`config.mk`:
```
export PLATFORM = sky130hd
export DESIGN_NAME = ddr_cmd_tracker
export DESIGN_NICKNAME = d
export VERILOG_FILES = /design/src/rtl/ddr_cmd_pkg.sv /design/src/rtl/cmd_decode.sv /design/src/rtl/bank_table.sv /design/src/rtl/mode_regs.sv /design/src/rtl/power_fsm.sv /design/src/rtl/ddr_cmd_tracker.sv
export SDC_FILE = /design/constraint.sdc
export NUM_CORES = 1
export LEC_CHECK = 0
export BUFFER_PORTS_ARGS = -buffer_cell sky130_fd_sc_hd__buf_2
export CAP_MARGIN = 20
export CORE_MARGIN = 4
export CORE_UTILIZATION = 51
export CTS_CLUSTER_SIZE = 30
export DETAILED_ROUTE_END_ITERATION = 12
export GPL_TIMING_DRIVEN = 0
export PLACE_DENSITY = 0.84
export SLEW_MARGIN = 10
export SYNTH_ARGS = -nofsm -noshare
export SYNTH_HDL_FRONTEND = slang
export SYNTH_HIERARCHICAL = 1
export SYNTH_SLANG_ARGS = --single-unit
```
`constraint.sdc`:
```
create_clock -name clk_i -period 3 [get_ports clk_i]
set_input_delay 0.6 -clock clk_i [delete_from_list [all_inputs] [get_ports clk_i]]
set_output_delay 0.6 -clock clk_i [all_outputs]
set_load 0.005 [all_outputs]
```
`src/rtl/ddr_cmd_pkg.sv`:
```
package ddr_cmd_pkg;
  typedef enum logic [2:0] {
    CMD_NOP = 3'd0,
    CMD_ACT = 3'd1,
    CMD_RD  = 3'd2,
    CMD_WR  = 3'd3,
    CMD_PRE = 3'd4,
    CMD_MRS = 3'd5,
    CMD_REF = 3'd6
  } cmd_e;

  typedef enum logic [1:0] {
    PWR_ACTIVE   = 2'd0,
    PWR_PRE_PD   = 2'd1,
    PWR_ACT_PD   = 2'd2,
    PWR_SELF_REF = 2'd3
  } pwr_e;

  localparam int unsigned AP_BIT  = 10;
  localparam int unsigned BC_BIT  = 12;
  localparam int unsigned NUM_MR  = 4;
endpackage

```
`src/rtl/cmd_decode.sv`:
```
module cmd_decode
  import ddr_cmd_pkg::*;
(
  input  logic cs_ni,
  input  logic ras_ni,
  input  logic cas_ni,
  input  logic we_ni,
  output cmd_e cmd_o
);
  always_comb begin
    cmd_o = CMD_NOP;
    if (!cs_ni) begin
      unique case ({ras_ni, cas_ni, we_ni})
        3'b011:  cmd_o = CMD_ACT;
        3'b101:  cmd_o = CMD_RD;
        3'b100:  cmd_o = CMD_WR;
        3'b010:  cmd_o = CMD_PRE;
        3'b000:  cmd_o = CMD_MRS;
        3'b001:  cmd_o = CMD_REF;
        default: cmd_o = CMD_NOP;
      endcase
    end
  end
endmodule

```
`src/rtl/bank_table.sv`:
```
module bank_table #(
  parameter int unsigned BA_W  = 3,
  parameter int unsigned ROW_W = 14,
  localparam int unsigned NB   = 2 ** BA_W
) (
  input  logic                clk_i,
  input  logic                rst_ni,
  input  logic                act_i,
  input  logic                close_one_i,
  input  logic                close_all_i,
  input  logic [BA_W-1:0]     bank_i,
  input  logic [ROW_W-1:0]    row_i,
  output logic [NB-1:0]       open_o,
  output logic [NB*ROW_W-1:0] row_o
);
  logic [NB-1:0] open_q;

  for (genvar b = 0; b < NB; b++) begin : g_bank
    logic             hit;
    logic [ROW_W-1:0] row_q;
    assign hit = (bank_i == BA_W'(b));

    always_ff @(posedge clk_i or negedge rst_ni) begin
      if (!rst_ni) begin
        open_q[b] <= 1'b0;
        row_q     <= '0;
      end else if (close_all_i || (close_one_i && hit)) begin
        open_q[b] <= 1'b0;
      end else if (act_i && hit) begin
        open_q[b] <= 1'b1;
        row_q     <= row_i;
      end
    end

    assign row_o[b*ROW_W +: ROW_W] = row_q;
  end

  assign open_o = open_q;

  assert_close_all_R4: assert property (@(posedge clk_i) disable iff (!rst_ni)
    close_all_i |=> (open_q == '0));
  assert_act_opens_R3: assert property (@(posedge clk_i) disable iff (!rst_ni)
    (act_i && !close_all_i && !close_one_i) |=> open_q[$past(bank_i)]);
endmodule

```
`src/rtl/mode_regs.sv`:
```
module mode_regs
  import ddr_cmd_pkg::*;
#(
  parameter int unsigned MR_W = 14
) (
  input  logic                 clk_i,
  input  logic                 rst_ni,
  input  logic                 we_i,
  input  logic [1:0]           sel_i,
  input  logic [MR_W-1:0]      op_i,
  input  logic                 chop_bit_i,
  output logic [NUM_MR*MR_W-1:0] mr_o,
  output logic [3:0]           blen_o,
  output logic                 rtt_on_o
);
  logic [MR_W-1:0] mr_q [NUM_MR];

  for (genvar k = 0; k < NUM_MR; k++) begin : g_mr
    always_ff @(posedge clk_i or negedge rst_ni) begin
      if (!rst_ni)                          mr_q[k] <= '0;
      else if (we_i && sel_i == 2'(k))      mr_q[k] <= op_i;
    end
    assign mr_o[k*MR_W +: MR_W] = mr_q[k];
  end

  // MR0[1:0]: 00/11 fixed 8, 01 chop chosen per access, 10 fixed 4
  always_comb begin
    unique case (mr_q[0][1:0])
      2'b01:   blen_o = chop_bit_i ? 4'd8 : 4'd4;
      2'b10:   blen_o = 4'd4;
      default: blen_o = 4'd8;
    endcase
  end

  assign rtt_on_o = mr_q[1][9] | mr_q[1][6] | mr_q[1][2];

  assert_mrs_write_R6: assert property (@(posedge clk_i) disable iff (!rst_ni)
    we_i |=> (mr_q[$past(sel_i)] == $past(op_i)));
endmodule

```
`src/rtl/power_fsm.sv`:
```
module power_fsm
  import ddr_cmd_pkg::*;
(
  input  logic clk_i,
  input  logic rst_ni,
  input  logic cke_i,
  input  cmd_e cmd_i,
  input  logic any_open_i,
  output logic exec_o,
  output logic sr_entry_o,
  output pwr_e pwr_o
);
  pwr_e st_q, st_d;

  assign exec_o     = (st_q == PWR_ACTIVE) && cke_i;
  assign sr_entry_o = (st_q == PWR_ACTIVE) && !cke_i && (cmd_i == CMD_REF) && !any_open_i;

  always_comb begin
    st_d = st_q;
    unique case (st_q)
      PWR_ACTIVE: if (!cke_i) begin
        if (sr_entry_o)      st_d = PWR_SELF_REF;
        else if (any_open_i) st_d = PWR_ACT_PD;
        else                 st_d = PWR_PRE_PD;
      end
      default: if (cke_i) st_d = PWR_ACTIVE;
    endcase
  end

  always_ff @(posedge clk_i or negedge rst_ni) begin
    if (!rst_ni) st_q <= PWR_ACTIVE;
    else         st_q <= st_d;
  end

  // self-refresh exit does not wait for a clock edge
  assign pwr_o = (st_q == PWR_SELF_REF && cke_i) ? PWR_ACTIVE : st_q;

  assert_pd_hold_R9: assert property (@(posedge clk_i) disable iff (!rst_ni)
    (st_q != PWR_ACTIVE && !cke_i) |=> $stable(st_q));
  assert_pd_exit_R10: assert property (@(posedge clk_i) disable iff (!rst_ni)
    (st_q != PWR_ACTIVE && cke_i) |=> (st_q == PWR_ACTIVE));
endmodule

```
`src/rtl/ddr_cmd_tracker.sv`:
```
module ddr_cmd_tracker
  import ddr_cmd_pkg::*;
#(
  parameter int unsigned BA_W   = 3,
  parameter int unsigned ADDR_W = 14,
  localparam int unsigned NB    = 2 ** BA_W
) (
  input  logic                      clk_i,
  input  logic                      rst_ni,
  input  logic                      cke_i,
  input  logic                      cs_ni,
  input  logic                      ras_ni,
  input  logic                      cas_ni,
  input  logic                      we_ni,
  input  logic [BA_W-1:0]           ba_i,
  input  logic [ADDR_W-1:0]         addr_i,
  input  logic                      odt_i,
  output logic [2:0]                cmd_o,
  output logic                      access_o,
  output logic [3:0]                burst_len_o,
  output logic                      proto_err_o,
  output logic [NB-1:0]             bank_open_o,
  output logic [NB*ADDR_W-1:0]      open_row_o,
  output logic [NUM_MR*ADDR_W-1:0]  mode_regs_o,
  output logic [1:0]                pwr_state_o,
  output logic                      odt_en_o
);
  cmd_e       cmd_raw;
  logic       exec, sr_entry, tgt_open, is_rw;
  logic       act_en, acc_en, err_en, close_one, close_all, mrs_en;
  logic [3:0] blen;
  logic       rtt_on;
  pwr_e       pwr;
  logic [NB-1:0] open_vec;

  cmd_e       cmd_q;
  logic       acc_q, err_q, odt_q;
  logic [3:0] blen_q;

  cmd_decode u_dec (
    .cs_ni (cs_ni), .ras_ni(ras_ni), .cas_ni(cas_ni), .we_ni(we_ni),
    .cmd_o (cmd_raw)
  );

  power_fsm u_pwr (
    .clk_i      (clk_i),
    .rst_ni     (rst_ni),
    .cke_i      (cke_i),
    .cmd_i      (cmd_raw),
    .any_open_i (|open_vec),
    .exec_o     (exec),
    .sr_entry_o (sr_entry),
    .pwr_o      (pwr)
  );

  assign tgt_open  = open_vec[ba_i];
  assign is_rw     = (cmd_raw == CMD_RD) || (cmd_raw == CMD_WR);
  assign act_en    = exec && (cmd_raw == CMD_ACT) && !tgt_open;
  assign acc_en    = exec && is_rw && tgt_open;
  assign err_en    = exec && (((cmd_raw == CMD_ACT) && tgt_open) || (is_rw && !tgt_open));
  assign close_all = exec && (cmd_raw == CMD_PRE) && addr_i[AP_BIT];
  assign close_one = (exec && (cmd_raw == CMD_PRE) && !addr_i[AP_BIT]) ||
                     (acc_en && addr_i[AP_BIT]);
  assign mrs_en    = exec && (cmd_raw == CMD_MRS);

  bank_table #(.BA_W(BA_W), .ROW_W(ADDR_W)) u_banks (
    .clk_i       (clk_i),
    .rst_ni      (rst_ni),
    .act_i       (act_en),
    .close_one_i (close_one),
    .close_all_i (close_all),
    .bank_i      (ba_i),
    .row_i       (addr_i),
    .open_o      (open_vec),
    .row_o       (open_row_o)
  );

  mode_regs #(.MR_W(ADDR_W)) u_mr (
    .clk_i      (clk_i),
    .rst_ni     (rst_ni),
    .we_i       (mrs_en),
    .sel_i      (ba_i[1:0]),
    .op_i       (addr_i),
    .chop_bit_i (addr_i[BC_BIT]),
    .mr_o       (mode_regs_o),
    .blen_o     (blen),
    .rtt_on_o   (rtt_on)
  );

  always_ff @(posedge clk_i or negedge rst_ni) begin
    if (!rst_ni) begin
      cmd_q  <= CMD_NOP;
      acc_q  <= 1'b0;
      err_q  <= 1'b0;
      blen_q <= '0;
      odt_q  <= 1'b0;
    end else begin
      cmd_q  <= exec ? cmd_raw : (sr_entry ? CMD_REF : CMD_NOP);
      acc_q  <= acc_en;
      err_q  <= err_en;
      blen_q <= acc_en ? blen : blen_q;
      odt_q  <= odt_i && rtt_on;
    end
  end

  assign cmd_o       = cmd_q;
  assign access_o    = acc_q;
  assign burst_len_o = blen_q;
  assign proto_err_o = err_q;
  assign bank_open_o = open_vec;
  assign pwr_state_o = pwr;
  assign odt_en_o    = odt_q;

  assert_cs_mask_R1: assert property (@(posedge clk_i) disable iff (!rst_ni)
    cs_ni |=> (cmd_o == CMD_NOP));
  assert_err_no_access_R8: assert property (@(posedge clk_i) disable iff (!rst_ni)
    proto_err_o |-> !access_o);
  assert_err_banks_stable_R8: assert property (@(posedge clk_i) disable iff (!rst_ni)
    err_en |=> $stable(bank_open_o));
  assert_blen_legal_R7: assert property (@(posedge clk_i) disable iff (!rst_ni)
    access_o |-> (burst_len_o == 4'd4 || burst_len_o == 4'd8));
  assert_idle_gate_R11: assert property (@(posedge clk_i) disable iff (!rst_ni)
    !cke_i |=> (cmd_o == CMD_NOP || cmd_o == CMD_REF));
endmodule

```
### Word-level counts from Yosys, hierarchy flattened

Index checks and enable logic that the tools add are counted.

* input bits: 25
* memories kept: 0
* output and inout bits: 188
* RAM bits: 0
* bits in latches: 0
* register bits: 188
* memory bits (read-only): 0
* logic and storage cells: 168

* multipliers: 0
* shift-type cells: 0
* eq/ne operators: 25
* $add $sub $neg: 0
* multiplexer cells: 30
* divide/modulo/power cells: 0
* bitwise operators: 10
* order comparisons: 1
* reductions and logical operators: 76

Operators by type and width (count)
* logical AND 1 bit: 38
* equality test 3 bit (second input constant): 9
* equality test 3 x 2 -> 1 bit (second input constant): 6
* one-hot mux 3 bit (6 select lines): 1
* AND reduction 2 bit: 9
* nonzero test 2 bit: 9
* 2-to-1 mux 1 bit: 17
* 2-to-1 mux 2 bit: 6
* logical OR 1 bit: 11
* equality test 3 x 1 -> 1 bit (second input constant): 3
* 2-to-1 mux 3 bit: 3
* equality test 2 bit (second input constant): 4
* NOT 1 bit: 8
* one-hot mux 4 bit (2 select lines): 1
* OR reduction 8 bit: 1
* zero test 3 bit: 2
* equality test 2 x 1 -> 1 bit (second input constant): 2
* zero test 1 bit: 4
* zero test 2 bit: 2
* less-than comparator 3 x 4 -> 1 bit (second input constant): 1
* 2-to-1 mux 4 bit: 1
* binary-select mux 1 bit (select 3 bit): 1
* != test 2 bit (second input constant): 1
* OR 1 bit: 2

### Logic depth before layout (Yosys ltp)

Gate-level depths: netlist (run 1).

* depth in word-level cells: 13
* depth in mapped cells: 11
* mapped depth without buffers: 9

### By module

Netlist (run 1), hierarchy kept.

Modules (own cells, without submodules)
* bank_table: instances 1, area an instance 4680.7 um^2, sequential area each 3002.9 um^2, cells each 282
* mode_regs: instances 1, area an instance 2180.8 um^2, sequential area each 1401.3 um^2, cells each 132
* ddr_cmd_tracker: instances 1, area an instance 588.1 um^2, sequential area each 250.2 um^2, cells each 53
* power_fsm: instances 1, area an instance 157.7 um^2, sequential area each 50.0 um^2, cells each 16
* cmd_decode: instances 1, area an instance 33.8 um^2, sequential area each 0.0 um^2, cells each 6

### Worst setup path before layout (run 1)

OpenSTA, ideal clock, no wires.

* path kind: input -> register
* start point: in cas_ni
* end point: reg u_banks.g_bank[7].row_q[10]
* setup time: 0.125 ns
* setup slack: -0.131 ns
* buffers on the path: 2
* data required time: 2.875 ns
* stages: 9
* arrival: 3.006 ns
* cells stage by stage: a211oi_1 nand2_1 or3_1 a21boi_1 and4bb_4 and3_4 buf_6 buf_12 mux2_4

* cells in the longest elaborated chain, start to end: 13
* elaborated cells between the ends (all ways): 27
* those cells by class: eq/ne: 9; mux: 2; bitwise: 1; reduce/logical: 15

RTL lines
* start, declared: line ddr_cmd_tracker.sv:13 `input logic cas_ni,`
* equality test 3 x 1 -> 1 bit (tied with other cells): line cmd_decode.sv:13 `unique case ({ras_ni, cas_ni, we_ni})`
* one-hot mux 3 bit (6 select lines) (*): line cmd_decode.sv:13
* 2-to-1 mux 3 bit (*): line cmd_decode.sv:12 `if (!cs_ni) begin`
* equality test 3 x 2 -> 1 bit: line ddr_cmd_tracker.sv:57 `assign is_rw = (cmd_raw == CMD_RD) || (cmd_raw == CMD_WR);`
* logical OR 1 bit: line ddr_cmd_tracker.sv:57
* logical AND 1 bit (2 in series): line ddr_cmd_tracker.sv:59 `assign acc_en = exec && is_rw && tgt_open;`
* logical AND 1 bit: line ddr_cmd_tracker.sv:63 `(acc_en && addr_i[AP_BIT]);`
* logical OR 1 bit (*): line ddr_cmd_tracker.sv:62 `assign close_one = (exec && (cmd_raw == CMD_PRE) && !addr_i[AP_BIT]) ||`
* named net close_one: line ddr_cmd_tracker.sv:30 `logic act_en, acc_en, err_en, close_one, close_all, mrs_en;`
* logical AND 1 bit (*): line bank_table.sv:27 `end else if (close_all_i || (close_one_i && hit)) begin`
* logical OR 1 bit (*): line bank_table.sv:27
* NOT 1 bit (no line) (*)
* AND reduction 2 bit (no line) (*)
* end signal, assigned: line bank_table.sv:31 `row_q <= row_i;`
* end, declared: line bank_table.sv:20 `logic [ROW_W-1:0] row_q;`

The timed path passes the listed nets; every way through them passes the cells marked *.
A chain may end at the register's enable or synchronous reset.

### Worst setup path after layout (run 1)

* start point: in we_ni
* end point: reg u_banks.g_bank[4].row_q[0]

* cells in the longest elaborated chain, start to end: 13
* elaborated cells between the ends (all ways): 27
* those cells by class: eq/ne: 9; mux: 2; bitwise: 1; reduce/logical: 15

RTL lines
* start, declared: line ddr_cmd_tracker.sv:14 `input logic we_ni,`
* equality test 3 x 1 -> 1 bit (tied with other cells): line cmd_decode.sv:13
* one-hot mux 3 bit (6 select lines) (*): line cmd_decode.sv:13
* 2-to-1 mux 3 bit (*): line cmd_decode.sv:12
* named net cmd_raw[2]: line ddr_cmd_tracker.sv:28 `cmd_e cmd_raw;`
* equality test 3 x 2 -> 1 bit: line ddr_cmd_tracker.sv:57
* logical OR 1 bit: line ddr_cmd_tracker.sv:57
* logical AND 1 bit (2 in series): line ddr_cmd_tracker.sv:59
* logical AND 1 bit: line ddr_cmd_tracker.sv:63
* logical OR 1 bit (*): line ddr_cmd_tracker.sv:62
* named net close_one: line ddr_cmd_tracker.sv:30
* logical AND 1 bit (*): line bank_table.sv:27
* logical OR 1 bit (*): line bank_table.sv:27
* NOT 1 bit (no line) (*)
* AND reduction 2 bit (no line) (*)
* end signal, assigned: line bank_table.sv:31
* end, declared: line bank_table.sv:20

Marked as above.

==> impl_metrics.prom, run 1 <==
# TYPE chip_impl_metric gauge
chip_impl_metric{name="hpwlAfterDp",unit="um"} 13770
chip_impl_metric{name="fin_cells",unit=""} 923
chip_impl_metric{name="worst_ep_arrival_time",unit="ps"} 3160
chip_impl_metric{name="ctsHoldBuffers",unit=""} 0
chip_impl_metric{name="p_per_area",unit="nW/um2"} 670.5
chip_impl_metric{name="first_pass_iters",unit=""} 4
chip_impl_info{name="rsz_0062_raised_after_global_routing",value="false"} 1
chip_impl_metric{name="share_of_the_synthesized_area_in_the_top_cell_type",unit=""} 0.6157
chip_impl_metric{name="post-route-min-period",unit="ps"} 2846
chip_impl_metric{name="post-route-worst-setup-slack",unit="ps"} 154.0
chip_impl_metric{name="timing.clock.skew",unit="ps"} 8.868
chip_impl_metric{name="vias",unit=""} 4981
chip_impl_metric{name="num_rows",unit=""} 44
chip_impl_metric{name="slew_violations",unit=""} 0
chip_impl_metric{name="area_added_between_synthesis_and_finish",unit="%"} 26.38
chip_impl_metric{name="numPlacedInstances",unit=""} 887
chip_impl_info{name="status",value="complete, no violations"} 1
chip_impl_metric{name="synth-seq-area-share",unit=""} 0.6157
chip_impl_info{name="mostFrequentLayoutCells",value="215 x sky130_fd_sc_hd__buf_2, 188 x sky130_fd_sc_hd__dfrtp_1, 148 x sky130_fd_sc_hd__mux2_2"} 1
chip_impl_metric{name="layout-drive-gt1-share",unit=""} 0.6076
chip_impl_metric{name="clock_tree.buffer_depth",unit=""} 2
chip_impl_metric{name="grt_pass1_vias",unit=""} 5211
chip_impl_metric{name="drt_iter0_drc",unit=""} 176
chip_impl_metric{name="design.die.area",unit="um2"} 17010
chip_impl_metric{name="die_outline_height",unit="um"} 130.4
chip_impl_metric{name="grt_antenna_before_repair",unit=""} 0
chip_impl_metric{name="grt_first_pass_wirelength",unit="um"} 29460
chip_impl_metric{name="synth_warn",unit=""} 6
chip_impl_metric{name="overflow",unit=""} 0
chip_impl_metric{name="max_slew_margin",unit=""} 0.5953
chip_impl_metric{name="total_leakage_power",unit="nW"} 5.448
chip_impl_metric{name="avgRoutedWirePerCell",unit="um"} 20.95
chip_impl_metric{name="numPortBuffers",unit=""} 212
chip_impl_metric{name="critical_path_buf_inv_count",unit=""} 2
chip_impl_metric{name="cts_htree_levels",unit=""} 4
chip_impl_info{name="tritoncts_clock_tree",value="yes"} 1
chip_impl_metric{name="cts_buffers",unit=""} 17
chip_impl_metric{name="post_synth_instance_area",unit="um2"} 7641
chip_impl_metric{name="max_clock_freq",unit="GHz"} 0.3514
chip_impl_metric{name="postSynth.asyncResetShare",unit=""} 1.000
chip_impl_metric{name="worst-slew-pin-transition",unit="ps"} 607.1
chip_impl_metric{name="drt-vias-per-instance",unit=""} 5.397
chip_impl_metric{name="wirelength_met1",unit="um"} 7747
chip_impl_info{name="ys_dominant_reg_cell",value="sky130_fd_sc_hd__dfrtp_1"} 1
chip_impl_metric{name="hold_violations",unit=""} 0
chip_impl_info{name="hold_wc_path_type",value="in2async"} 1
chip_impl_info{name="post_synth_main_area_contributors",value="sky130_fd_sc_hd__dfrtp_1 62%, sky130_fd_sc_hd__mux2_2 22%, sky130_fd_sc_hd__mux2_4 2.9%, sky130_fd_sc_hd__mux2_1 1.5%, sky130_fd_sc_hd__nand2_1 0.84%"} 1
chip_impl_metric{name="detailedPlace.worstSlack",unit="ps"} -617.6
chip_impl_metric{name="nets",unit=""} 755
chip_impl_metric{name="critPathMaxStageDelay",unit="ps"} 380
chip_impl_info{name="startpoint_type",value="input port"} 1
chip_impl_metric{name="floorplan_core_area",unit="um2"} 14590
chip_impl_metric{name="synth.avg_cell_area",unit="um2"} 15.63
chip_impl_info{name="cts_root_buf",value="sky130_fd_sc_hd__clkbuf_16"} 1
chip_impl_metric{name="synth_cell_type_count",unit=""} 53
chip_impl_metric{name="n_antenna_cell",unit=""} 0
chip_impl_info{name="cp_cell_sequence",value="buf_2, a211oi_4, nand2_1, or3_1, a21boi_2, and4bb_4, nand2_2, buf_2, mux2_2"} 1
chip_impl_info{name="critPathCaptureType",value="flop"} 1
chip_impl_info{name="top_layer",value="met4"} 1
chip_impl_metric{name="worst-path-max-fanout",unit=""} 10
chip_impl_metric{name="synth_enable_flop_cells",unit=""} 0
chip_impl_metric{name="yosys_register_bits",unit=""} 188
chip_impl_metric{name="synthesis.instances",unit=""} 489
chip_impl_metric{name="holdWs",unit="ps"} 141.5
chip_impl_metric{name="max-vdd-ir-drop",unit="uV"} 497.0
chip_impl_metric{name="clk-insertion-delay-late",unit="ps"} 420
chip_impl_info{name="netlist.top_cell.by_area",value="sky130_fd_sc_hd__dfrtp_1"} 1
chip_impl_metric{name="clkSlewWorstSetupHoldPaths",unit="ps"} 70
chip_impl_metric{name="setup_violations",unit=""} 0
chip_impl_metric{name="ant_nets",unit=""} 0
chip_impl_metric{name="gp_congestion",unit=""} 0.7926
chip_impl_metric{name="num-fill-cells",unit=""} 1017
chip_impl_metric{name="critical_path_required",unit="ps"} 3310
chip_impl_metric{name="clock_sinks",unit=""} 188
chip_impl_metric{name="dr_wl_met3",unit="um"} 1225
chip_impl_metric{name="grt_start_max_net_pins",unit=""} 110
chip_impl_info{name="critical-path-top-cell-by-count",value="sky130_fd_sc_hd__buf_2"} 1
chip_impl_info{name="worstSetupPathType",value="in2reg"} 1
chip_impl_metric{name="track_usage",unit=""} 0.2317
chip_impl_metric{name="detail_route.wirelength",unit="um"} 19340
chip_impl_metric{name="die_width",unit="um"} 130.4
chip_impl_info{name="layout.cells.most_common",value="sky130_fd_sc_hd__buf_2"} 1
chip_impl_info{name="crit_slowest_cell",value="sky130_fd_sc_hd__mux2_2"} 1
chip_impl_metric{name="final_min_period_over_clock_period",unit=""} 0.9487
chip_impl_info{name="worst_path_dominant_cell_family",value="simple AND/OR/NAND/NOR gates"} 1
chip_impl_metric{name="drc_violation_count_after_routing",unit=""} 0
chip_impl_metric{name="initial_core_util",unit=""} 0.5238
chip_impl_metric{name="met2_length",unit="um"} 9865
chip_impl_metric{name="pin_count",unit=""} 213
chip_impl_metric{name="cap_viol_max_count",unit=""} 0
layer usage:
layer	vias up	GRT usage
met5	-	0
met4	0	0.08590
met3	38	0.06463
met2	170	0.3823
met1	2557	0.2952
li1	2216	-
per-stage QoR:
stage / instance area (um2) / total power, W / TNS (ps) / utilization
after global placement: 8941 / 0.004127 / -282540 / 0.6129
after detailed placement: 8979 / 0.004209 / -40070 / 0.6154
after CTS: 9624 / 0.006531 / 0 / 0.6597
after floorplan: 7650 / 0.003605 / 0 / -
after global routing: 9657 / 0.006776 / 0 / 0.6619
final: 9657 / 0.006475 / 0 / 0.6619
worst paths after layout:
check,startpoint,endpoint,slack [ps],depth (start not counted)
min in group clk_i,odt_i,odt_en_o$_DFF_PN0_,400,2
worst min register to register,u_banks/g_bank[3].row_q[8]$_DFFE_PN0P_,u_banks/g_bank[3].row_q[8]$_DFFE_PN0P_,490,1
worst min-delay path,rst_ni,u_banks/g_bank[1].row_q[9]$_DFFE_PN0P_,140,1
max in group asynchronous,rst_ni,u_banks/g_bank[6].row_q[11]$_DFFE_PN0P_,1950,2
worst max-delay path,we_ni,u_banks/g_bank[4].row_q[0]$_DFFE_PN0P_,150,9
worst max register to register,u_pwr/st_q[1]$_DFFE_PN0P_,u_banks/g_bank[4].row_q[0]$_DFFE_PN0P_,190,8
power breakdown:
| group | internal [W] | total, W | leakage, nW | switching, W |
|---|---|---|---|---|
| registers | 0.00287 | 0.00307 | 2.58 | 0.000198 |
| logic | 0.000588 | 0.00110 | 2.58 | 0.000515 |
| clock network | 0.00135 | 0.00231 | 0.292 | 0.000956 |
| total | 0.00481 | 0.00648 | 5.45 | 0.00167 |
registers in the layout, indices dropped and copies added (netlist names):
signal                count
u_banks/g_bank.row_q    112
access_o                  1
u_mr/mr_o                56
proto_err_o               1
cmd_o                     3
burst_len_o               4
u_pwr/st_q                2
u_banks/open_o            8
odt_en_o                  1
cell families (layout without fill, tap and decap cells):
logic type,after synthesis,after routing,share of synthesized area
AO/OA/AOI/OAI,27,27,0.03242
buffers and inverters,27,276,0.02603
adder cells (fa/ha/maj),4,4,0.006550
other,1,2,0.0004908
multiplexers,176,176,0.2663
AND/OR/NAND/NOR,66,66,0.05256
flip-flops,188,188,0.6157
layout make-up:
cell class,count,area [um2],share of cell area
Tap cell,184,230.2,0.02384
Multi-Input combinational cell,275,2783,0.2882
Clock inverter,11,158.9,0.01646
Timing Repair Buffer,217,1129,0.1169
Sequential cell,188,4705,0.4872
Inverter,8,30.03,0.003110
Clock buffer,21,450.4,0.04664
Buffer,19,171.4,0.01775
synthesized netlist by cell type (3+ instances only):
cell type / number
sky130_fd_sc_hd__mux2i_1: 3
sky130_fd_sc_hd__nand2_1: 17
sky130_fd_sc_hd__mux2_4: 15
sky130_fd_sc_hd__inv_1: 8
sky130_fd_sc_hd__buf_2: 5
sky130_fd_sc_hd__a21oi_1: 3
sky130_fd_sc_hd__nand2b_1: 4
sky130_fd_sc_hd__nor2b_1: 5
sky130_fd_sc_hd__buf_6: 5
sky130_fd_sc_hd__buf_4: 7
sky130_fd_sc_hd__nor2_1: 12
sky130_fd_sc_hd__ha_1: 4
sky130_fd_sc_hd__dfrtp_1: 188
sky130_fd_sc_hd__nor3_1: 3
sky130_fd_sc_hd__nand2_2: 5
sky130_fd_sc_hd__mux2_1: 10
sky130_fd_sc_hd__mux2_2: 148
what timing repair did:
action / in CTS / in global routing
pin swaps: 0 / 2
endpoints found under the setup margin: 74 / 77
setup buffers: 1 / 3
resized for setup: 4 / 3
Note: power is estimated with default switching activity, not from simulation.
==> run 2, diff against run 1 <==
--- a/config.mk
+++ b/config.mk
@@ -5,14 +5,14 @@
 export SDC_FILE = /design/constraint.sdc
 export NUM_CORES = 1
 export LEC_CHECK = 0
-export BUFFER_PORTS_ARGS = -buffer_cell sky130_fd_sc_hd__buf_2
+export BUFFER_PORTS_ARGS = -buffer_cell sky130_fd_sc_hd__clkbuf_2
 export CAP_MARGIN = 20
 export CORE_MARGIN = 4
-export CORE_UTILIZATION = 51
+export CORE_UTILIZATION = 25
 export CTS_CLUSTER_SIZE = 30
 export DETAILED_ROUTE_END_ITERATION = 12
 export GPL_TIMING_DRIVEN = 0
-export PLACE_DENSITY = 0.84
+export PLACE_DENSITY = 0.5
 export SLEW_MARGIN = 10
 export SYNTH_ARGS = -nofsm -noshare
 export SYNTH_HDL_FRONTEND = slang
==> impl_metrics.prom, run 2 (synthesis gave the netlist of run 1 again) <==
# TYPE chip_impl_metric gauge
chip_impl_metric{name="slew_violations",unit=""} 0
chip_impl_metric{name="post-route-worst-setup-slack",unit="ps"} 149.5
chip_impl_metric{name="clock_tree.buffer_depth",unit=""} 2
chip_impl_metric{name="drc_violation_count_after_routing",unit=""} 0
chip_impl_metric{name="cts_buffers",unit=""} 17
chip_impl_metric{name="setup_violations",unit=""} 0
chip_impl_metric{name="numPortBuffers",unit=""} 212
chip_impl_info{name="mostFrequentLayoutCells",value="211 x sky130_fd_sc_hd__clkbuf_2, 188 x sky130_fd_sc_hd__dfrtp_1, 148 x sky130_fd_sc_hd__mux2_2"} 1
chip_impl_metric{name="die_outline_height",unit="um"} 182.8
chip_impl_metric{name="max_clock_freq",unit="GHz"} 0.3508
chip_impl_info{name="cts_root_buf",value="sky130_fd_sc_hd__clkbuf_16"} 1
chip_impl_metric{name="max-vdd-ir-drop",unit="uV"} 319.4
chip_impl_info{name="hold_wc_path_type",value="in2async"} 1
chip_impl_metric{name="area_added_between_synthesis_and_finish",unit="%"} 29.47
chip_impl_metric{name="track_usage",unit=""} 0.1316
chip_impl_metric{name="r2r_slack",unit="ps"} 150
chip_impl_metric{name="p_per_area",unit="nW/um2"} 646.3
chip_impl_info{name="tritoncts_clock_tree",value="yes"} 1
chip_impl_metric{name="p_sw",unit="W"} 0.001743
chip_impl_metric{name="worst-slew-pin-transition",unit="ps"} 554.5
chip_impl_metric{name="design.die.area",unit="um2"} 33430
chip_impl_metric{name="vias",unit=""} 4857
chip_impl_metric{name="first_pass_iters",unit=""} 4
chip_impl_metric{name="largest_register_ff_count",unit=""} 112
chip_impl_metric{name="worst-path-max-fanout",unit=""} 10
chip_impl_info{name="critPathCaptureType",value="flop"} 1
chip_impl_metric{name="cap_viol_max_count",unit=""} 0
chip_impl_metric{name="avgRoutedWirePerCell",unit="um"} 19.26
chip_impl_metric{name="power.share.combinational",unit=""} 0.171
chip_impl_metric{name="hpwlAfterDp",unit="um"} 15210
chip_impl_info{name="layout.cells.most_common",value="sky130_fd_sc_hd__clkbuf_2"} 1
chip_impl_metric{name="worst_ep_arrival_time",unit="ps"} 3170
chip_impl_metric{name="timing.clock.skew",unit="ps"} 9.440
chip_impl_metric{name="die_width",unit="um"} 182.8
chip_impl_metric{name="max_slew_margin",unit=""} 0.6283
chip_impl_metric{name="clk-insertion-delay-late",unit="ps"} 440
chip_impl_metric{name="detail_route.wirelength",unit="um"} 21700
chip_impl_metric{name="post-route-min-period",unit="ps"} 2851
chip_impl_metric{name="power.share.switching",unit=""} 0.2727
chip_impl_metric{name="gp_congestion",unit=""} 0.7141
chip_impl_metric{name="power_report.internal_total",unit="W"} 0.004650
chip_impl_metric{name="clkSlewWorstSetupHoldPaths",unit="ps"} 70
chip_impl_metric{name="drt_iter0_drc",unit=""} 163
chip_impl_metric{name="final_min_period_over_clock_period",unit=""} 0.9502
chip_impl_metric{name="pin_count",unit=""} 213
chip_impl_info{name="startpoint_type",value="input port"} 1
chip_impl_metric{name="ant_nets",unit=""} 0
chip_impl_metric{name="drt-vias-per-instance",unit=""} 4.310
chip_impl_metric{name="num-fill-cells",unit=""} 2997
chip_impl_metric{name="nets",unit=""} 754
chip_impl_metric{name="n_antenna_cell",unit=""} 0
chip_impl_metric{name="num_rows",unit=""} 63
chip_impl_metric{name="layout-drive-gt1-share",unit=""} 0.6079
chip_impl_metric{name="overflow",unit=""} 0
chip_impl_metric{name="floorplan_core_area",unit="um2"} 29870
chip_impl_metric{name="post-route-util",unit=""} 0.3312
chip_impl_metric{name="detailedPlace.worstSlack",unit="ps"} -674.4
chip_impl_metric{name="grt_antenna_before_repair",unit=""} 0
chip_impl_info{name="rsz_0062_raised_after_global_routing",value="false"} 1
chip_impl_info{name="register_ranked_first_by_flip_flop_count",value="u_banks/g_bank.row_q"} 1
chip_impl_metric{name="grt_first_pass_wirelength",unit="um"} 33200
chip_impl_metric{name="post-route-cell-area",unit="um2"} 9893
chip_impl_metric{name="clock_sinks",unit=""} 188
chip_impl_metric{name="cts_htree_levels",unit=""} 4
chip_impl_metric{name="initial_core_util",unit=""} 0.2558
chip_impl_metric{name="placed_cell_area",unit="um2"} 9263
chip_impl_info{name="status",value="complete, no violations"} 1
chip_impl_metric{name="grt_start_max_net_pins",unit=""} 87
chip_impl_metric{name="p_seq_frac",unit=""} 0.480
chip_impl_metric{name="total_leakage_power",unit="nW"} 5.295
chip_impl_info{name="worstSetupPathType",value="in2reg"} 1
chip_impl_metric{name="grt_pass1_vias",unit=""} 5186
chip_impl_metric{name="critical_path_required",unit="ps"} 3320
chip_impl_metric{name="hold_violations",unit=""} 0
chip_impl_metric{name="clkPwrFrac",unit=""} 0.349
## run 2: cell types whose count changed in the layout (fill, tap and decap cells not counted), sizes merged
| cell | before | now |
|---|---|---|
| inv | 11 | 12 |
| buf | 235 | 21 |
| bufinv | 3 | 1 |
| clkinv | 3 | 4 |
| clkbuf | 22 | 234 |
## run 2: worst max-delay path, cell delays in order
cell and delay [ps]:
sky130_fd_sc_hd__clkbuf_2 290, sky130_fd_sc_hd__mux2_4 350, sky130_fd_sc_hd__a2bb2oi_4 200, sky130_fd_sc_hd__a2111oi_4 460, sky130_fd_sc_hd__buf_4 190, sky130_fd_sc_hd__and4bb_4 270, sky130_fd_sc_hd__and3_4 190, sky130_fd_sc_hd__buf_6 120
sky130_fd_sc_hd__buf_12 160, sky130_fd_sc_hd__mux2_4 300
## run 2: through the flow
step / setup TNS [ps] / total power (W) / instances / hold WS [ps]
after detailed placement: -45130 / 0.004233 / 1094 / 478.2
after global placement: -539070 / 0.004205 / 1092 / 470.5
final: 0 / 0.006394 / 1127 / 40.60
after CTS: 0 / 0.006532 / 1126 / 15.99
after floorplan: 0 / 0.003605 / 490 / 304.4
after global routing: 0 / 0.006757 / 1127 / 22.44
## run 2: path summary, 6_finish.rpt
| check | depth (start not counted) | from | end |
|---|---|---|---|
| max in group asynchronous | 2 | rst_ni | u_mr/mr_o[33]$_DFFE_PN0P_ |
| worst min-delay path | 1 | rst_ni | burst_len_o[1]$_DFFE_PN0P_ |
| worst max register to register | 10 | u_pwr/st_q[1]$_DFFE_PN0P_ | u_banks/g_bank[7].row_q[9]$_DFFE_PN0P_ |
| worst min register to register | 1 | u_banks/g_bank[3].row_q[5]$_DFFE_PN0P_ | u_banks/g_bank[3].row_q[5]$_DFFE_PN0P_ |
| worst max-delay path | 10 | ba_i[0] | u_banks/g_bank[7].row_q[9]$_DFFE_PN0P_ |
| min in group clk_i | 2 | odt_i | odt_en_o$_DFF_PN0_ |
## run 2: layout make-up
class	count	area, um2	share of cell area
buffer	19	176.4	0.01783
clock buffer	20	456.7	0.04616
clock inverter	11	110.1	0.01113
inverter	8	30.03	0.003035
multi-input combinational	275	2788	0.2818
sequential	188	4705	0.4755
tap	390	488.0	0.04932
timing repair buffer	216	1140	0.1152
## run 2: what timing repair did
item | in CTS | in global routing
pin swaps | 0 | 2
gates resized for setup | 4 | 6
hold buffers | 0 | 0
endpoints found under the setup margin | 67 | 67
endpoints found under the hold margin | 0 | 0
buffers inserted | 1 | 1
## run 2: routing by layer
metal  track usage  vias to the layer above  wire length, um
li1              -                     2213                -
met1        0.1716                     2496             9668
met2        0.2085                      133            10250
met3       0.04998                       15             1554
met4       0.03218                        0              227
met5             0                        -                0
## run 2: power by group through the flow
| stage | Clock, W | Combinational [W] | Sequential, W |
|---|---|---|---|
| 2_1_floorplan | 0 | 0.000492 | 0.00311 |
| 6_report | 0.00223 | 0.00110 | 0.00307 |
| 3_5_place_dp | 0 | 0.00111 | 0.00312 |
| 5_1_grt | 0.00243 | 0.00122 | 0.00311 |
| 3_3_place_gp | 0 | 0.00110 | 0.00311 |
| 4_1_cts | 0.00234 | 0.00112 | 0.00307 |
==> run 3, diff against run 2 <==
--- a/config.mk
+++ b/config.mk
@@ -9,6 +9,7 @@
 export CAP_MARGIN = 20
 export CORE_MARGIN = 4
 export CORE_UTILIZATION = 25
+export CTS_BUF_LIST = sky130_fd_sc_hd__clkbuf_16
 export CTS_CLUSTER_SIZE = 30
 export DETAILED_ROUTE_END_ITERATION = 12
 export GPL_TIMING_DRIVEN = 0
==> impl_metrics.prom, run 3 (synthesis gave the netlist of run 1 again) <==
# TYPE chip_impl_metric gauge
chip_impl_metric{name="slew_violations",unit=""} 0
chip_impl_metric{name="die_outline_height",unit="um"} 182.8
chip_impl_metric{name="fin_cells",unit=""} 1127
chip_impl_metric{name="first_pass_iters",unit=""} 4
chip_impl_info{name="critical-path-top-cell-by-count",value="sky130_fd_sc_hd__mux2_4"} 1
chip_impl_metric{name="critical_path_required",unit="ps"} 3310
chip_impl_metric{name="cp_num_cells",unit=""} 10
chip_impl_metric{name="design.die.area",unit="um2"} 33430
chip_impl_metric{name="clock_tree.buffer_depth",unit=""} 2
chip_impl_metric{name="initial_core_util",unit=""} 0.2558
chip_impl_info{name="mostFrequentLayoutCells",value="211 x sky130_fd_sc_hd__clkbuf_2, 188 x sky130_fd_sc_hd__dfrtp_1, 148 x sky130_fd_sc_hd__mux2_2"} 1
chip_impl_metric{name="num_rows",unit=""} 63
chip_impl_metric{name="track_usage",unit=""} 0.1316
chip_impl_metric{name="setup_violations",unit=""} 0
chip_impl_info{name="cp_cell_sequence",value="clkbuf_2, mux2_4, a2bb2oi_4, a2111oi_4, buf_4, and4bb_4, and3_4, buf_6, buf_12, mux2_4"} 1
chip_impl_metric{name="cap_viol_max_count",unit=""} 0
chip_impl_metric{name="drt-vias-per-instance",unit=""} 4.317
chip_impl_metric{name="area_added_between_synthesis_and_finish",unit="%"} 29.21
chip_impl_metric{name="dr_wl_met3",unit="um"} 1570
chip_impl_metric{name="detailedPlace.worstSlack",unit="ps"} -674.4
chip_impl_metric{name="layout-drive-gt1-share",unit=""} 0.6052
chip_impl_metric{name="grt_first_pass_wirelength",unit="um"} 33200
chip_impl_metric{name="n_antenna_cell",unit=""} 0
chip_impl_metric{name="cts_htree_levels",unit=""} 4
chip_impl_metric{name="detail_route.wirelength",unit="um"} 21710
chip_impl_info{name="hold_wc_path_type",value="in2async"} 1
chip_impl_metric{name="worst-path-max-fanout",unit=""} 10
chip_impl_metric{name="max_slew_margin",unit=""} 0.6283
chip_impl_metric{name="critical_path_buf_inv_count",unit=""} 4
chip_impl_info{name="cts_root_buf",value="sky130_fd_sc_hd__clkbuf_16"} 1
chip_impl_metric{name="critPathMaxStageDelay",unit="ps"} 460
chip_impl_metric{name="wirelength_met1",unit="um"} 9683
chip_impl_metric{name="numPortBuffers",unit=""} 212
chip_impl_metric{name="nets",unit=""} 754
chip_impl_metric{name="post-route-util",unit=""} 0.3305
chip_impl_metric{name="max-vdd-ir-drop",unit="uV"} 319.4
chip_impl_metric{name="gp_congestion",unit=""} 0.7141
chip_impl_info{name="status",value="complete, no violations"} 1
chip_impl_metric{name="ctsHoldBuffers",unit=""} 0
chip_impl_metric{name="die_width",unit="um"} 182.8
chip_impl_info{name="worst_path_dominant_cell_family",value="buffers and inverters"} 1
chip_impl_info{name="layout.cells.most_common",value="sky130_fd_sc_hd__clkbuf_2"} 1
chip_impl_metric{name="cts_buffers",unit=""} 17
chip_impl_metric{name="avgRoutedWirePerCell",unit="um"} 19.26
chip_impl_metric{name="p_per_area",unit="nW/um2"} 642.0
chip_impl_info{name="tritoncts_clock_tree",value="yes"} 1
chip_impl_metric{name="worst-r2r-cell-count",unit=""} 10
chip_impl_metric{name="drc_violation_count_after_routing",unit=""} 0
chip_impl_metric{name="clk-insertion-delay-late",unit="ps"} 440
chip_impl_metric{name="pin_count",unit=""} 213
chip_impl_metric{name="grt_pass1_vias",unit=""} 5186
chip_impl_metric{name="post-route-worst-setup-slack",unit="ps"} 148.4
chip_impl_metric{name="clock_sinks",unit=""} 188
chip_impl_metric{name="floorplan_core_area",unit="um2"} 29870
chip_impl_info{name="rsz_0062_raised_after_global_routing",value="false"} 1
chip_impl_metric{name="max_clock_freq",unit="GHz"} 0.3507
chip_impl_metric{name="fin_setup_tns",unit="ps"} 0
chip_impl_metric{name="vias",unit=""} 4865
chip_impl_metric{name="timing.clock.skew",unit="ps"} 9.448
chip_impl_metric{name="hold_violations",unit=""} 0
chip_impl_metric{name="worst_ep_arrival_time",unit="ps"} 3170
chip_impl_info{name="register_ranked_first_by_flip_flop_count",value="u_banks/g_bank.row_q"} 1
chip_impl_metric{name="grt_start_max_net_pins",unit=""} 87
chip_impl_info{name="worstSetupPathType",value="in2reg"} 1
chip_impl_metric{name="post-route-min-period",unit="ps"} 2852
chip_impl_metric{name="grt_antenna_before_repair",unit=""} 0
chip_impl_metric{name="num-fill-cells",unit=""} 2999
chip_impl_metric{name="worst-slew-pin-transition",unit="ps"} 554.5
chip_impl_metric{name="drt_iter0_drc",unit=""} 160
chip_impl_metric{name="overflow",unit=""} 0
chip_impl_metric{name="total_leakage_power",unit="nW"} 5.288
chip_impl_metric{name="clkSlewWorstSetupHoldPaths",unit="ps"} 70
chip_impl_metric{name="hpwlAfterDp",unit="um"} 15210
chip_impl_info{name="top_layer",value="met4"} 1
chip_impl_info{name="startpoint_type",value="input port"} 1
chip_impl_info{name="crit_slowest_cell",value="sky130_fd_sc_hd__a2111oi_4"} 1
chip_impl_metric{name="numPlacedInstances",unit=""} 1094
chip_impl_metric{name="met2_length",unit="um"} 10230
chip_impl_metric{name="ant_nets",unit=""} 0
chip_impl_metric{name="final_min_period_over_clock_period",unit=""} 0.9505
chip_impl_metric{name="largest_register_ff_count",unit=""} 112
chip_impl_info{name="critPathCaptureType",value="flop"} 1
==> run 3: cell types whose count changed in the layout (fill, tap and decap cells not counted) <==
cell / change
sky130_fd_sc_hd__inv_1: +1
sky130_fd_sc_hd__clkinv_1: +2
sky130_fd_sc_hd__clkbuf_8: -2
sky130_fd_sc_hd__clkbuf_1: -1
==> run 3: path summary, 6_finish.rpt <==
| kind | startpoint | endpoint | slack [ps] |
|---|---|---|---|
| hold / removal | rst_ni | burst_len_o[1]$_DFFE_PN0P_ | 40 |
| max in group asynchronous | rst_ni | u_mr/mr_o[33]$_DFFE_PN0P_ | 2250 |
| hold reg to reg | u_banks/g_bank[3].row_q[7]$_DFFE_PN0P_ | u_banks/g_bank[3].row_q[7]$_DFFE_PN0P_ | 490 |
| min in group clk_i | odt_i | odt_en_o$_DFF_PN0_ | 370 |
| setup reg to reg | u_pwr/st_q[1]$_DFFE_PN0P_ | u_banks/g_bank[7].row_q[9]$_DFFE_PN0P_ | 150 |
| setup / recovery | ba_i[0] | u_banks/g_bank[7].row_q[9]$_DFFE_PN0P_ | 150 |
==> run 3: through the flow <==
step	cell area [um2]	hold WS [ps]	total power, W
2_1_floorplan	7650	304.4	0.003605
3_3_place_gp	9199	470.5	0.004205
3_5_place_dp	9263	478.2	0.004233
4_1_cts	9846	15.99	0.006476
5_1_grt	9873	22.24	0.006701
6_report	9873	41.64	0.006338
==> run 3: timing repair <==
| item | in CTS | in global routing |
|---|---|---|
| pin swaps | 0 | 2 |
| setup endpoints to repair | 67 | 67 |
| resized for setup | 4 | 6 |
| setup buffers | 1 | 1 |
==> run 3: cell type report <==
class,instances,area [um2],area share
flip-flops and latches,188,4705,0.4765
multi-input cells,275,2788,0.2823
repair buffers,216,1140,0.1154
well taps,390,488.0,0.04942
clock buffers,17,425.4,0.04309
plain buffers,19,176.4,0.01787
clock inverters,14,121.4,0.01229
inverters,8,30.03,0.003041
==> run 3: routing by layer <==
metal,up-vias,track usage
met1,2501,0.1716
met3,17,0.04998
met2,133,0.2085
met4,0,0.03218
met5,-,0
li1,2214,-
==> run 3: where the power goes <==
| part | switching, W | internal, W |
|---|---|---|
| Sequential | 0.000202 | 0.00287 |
| Combinational | 0.000510 | 0.000585 |
| Clock | 0.00103 | 0.00114 |
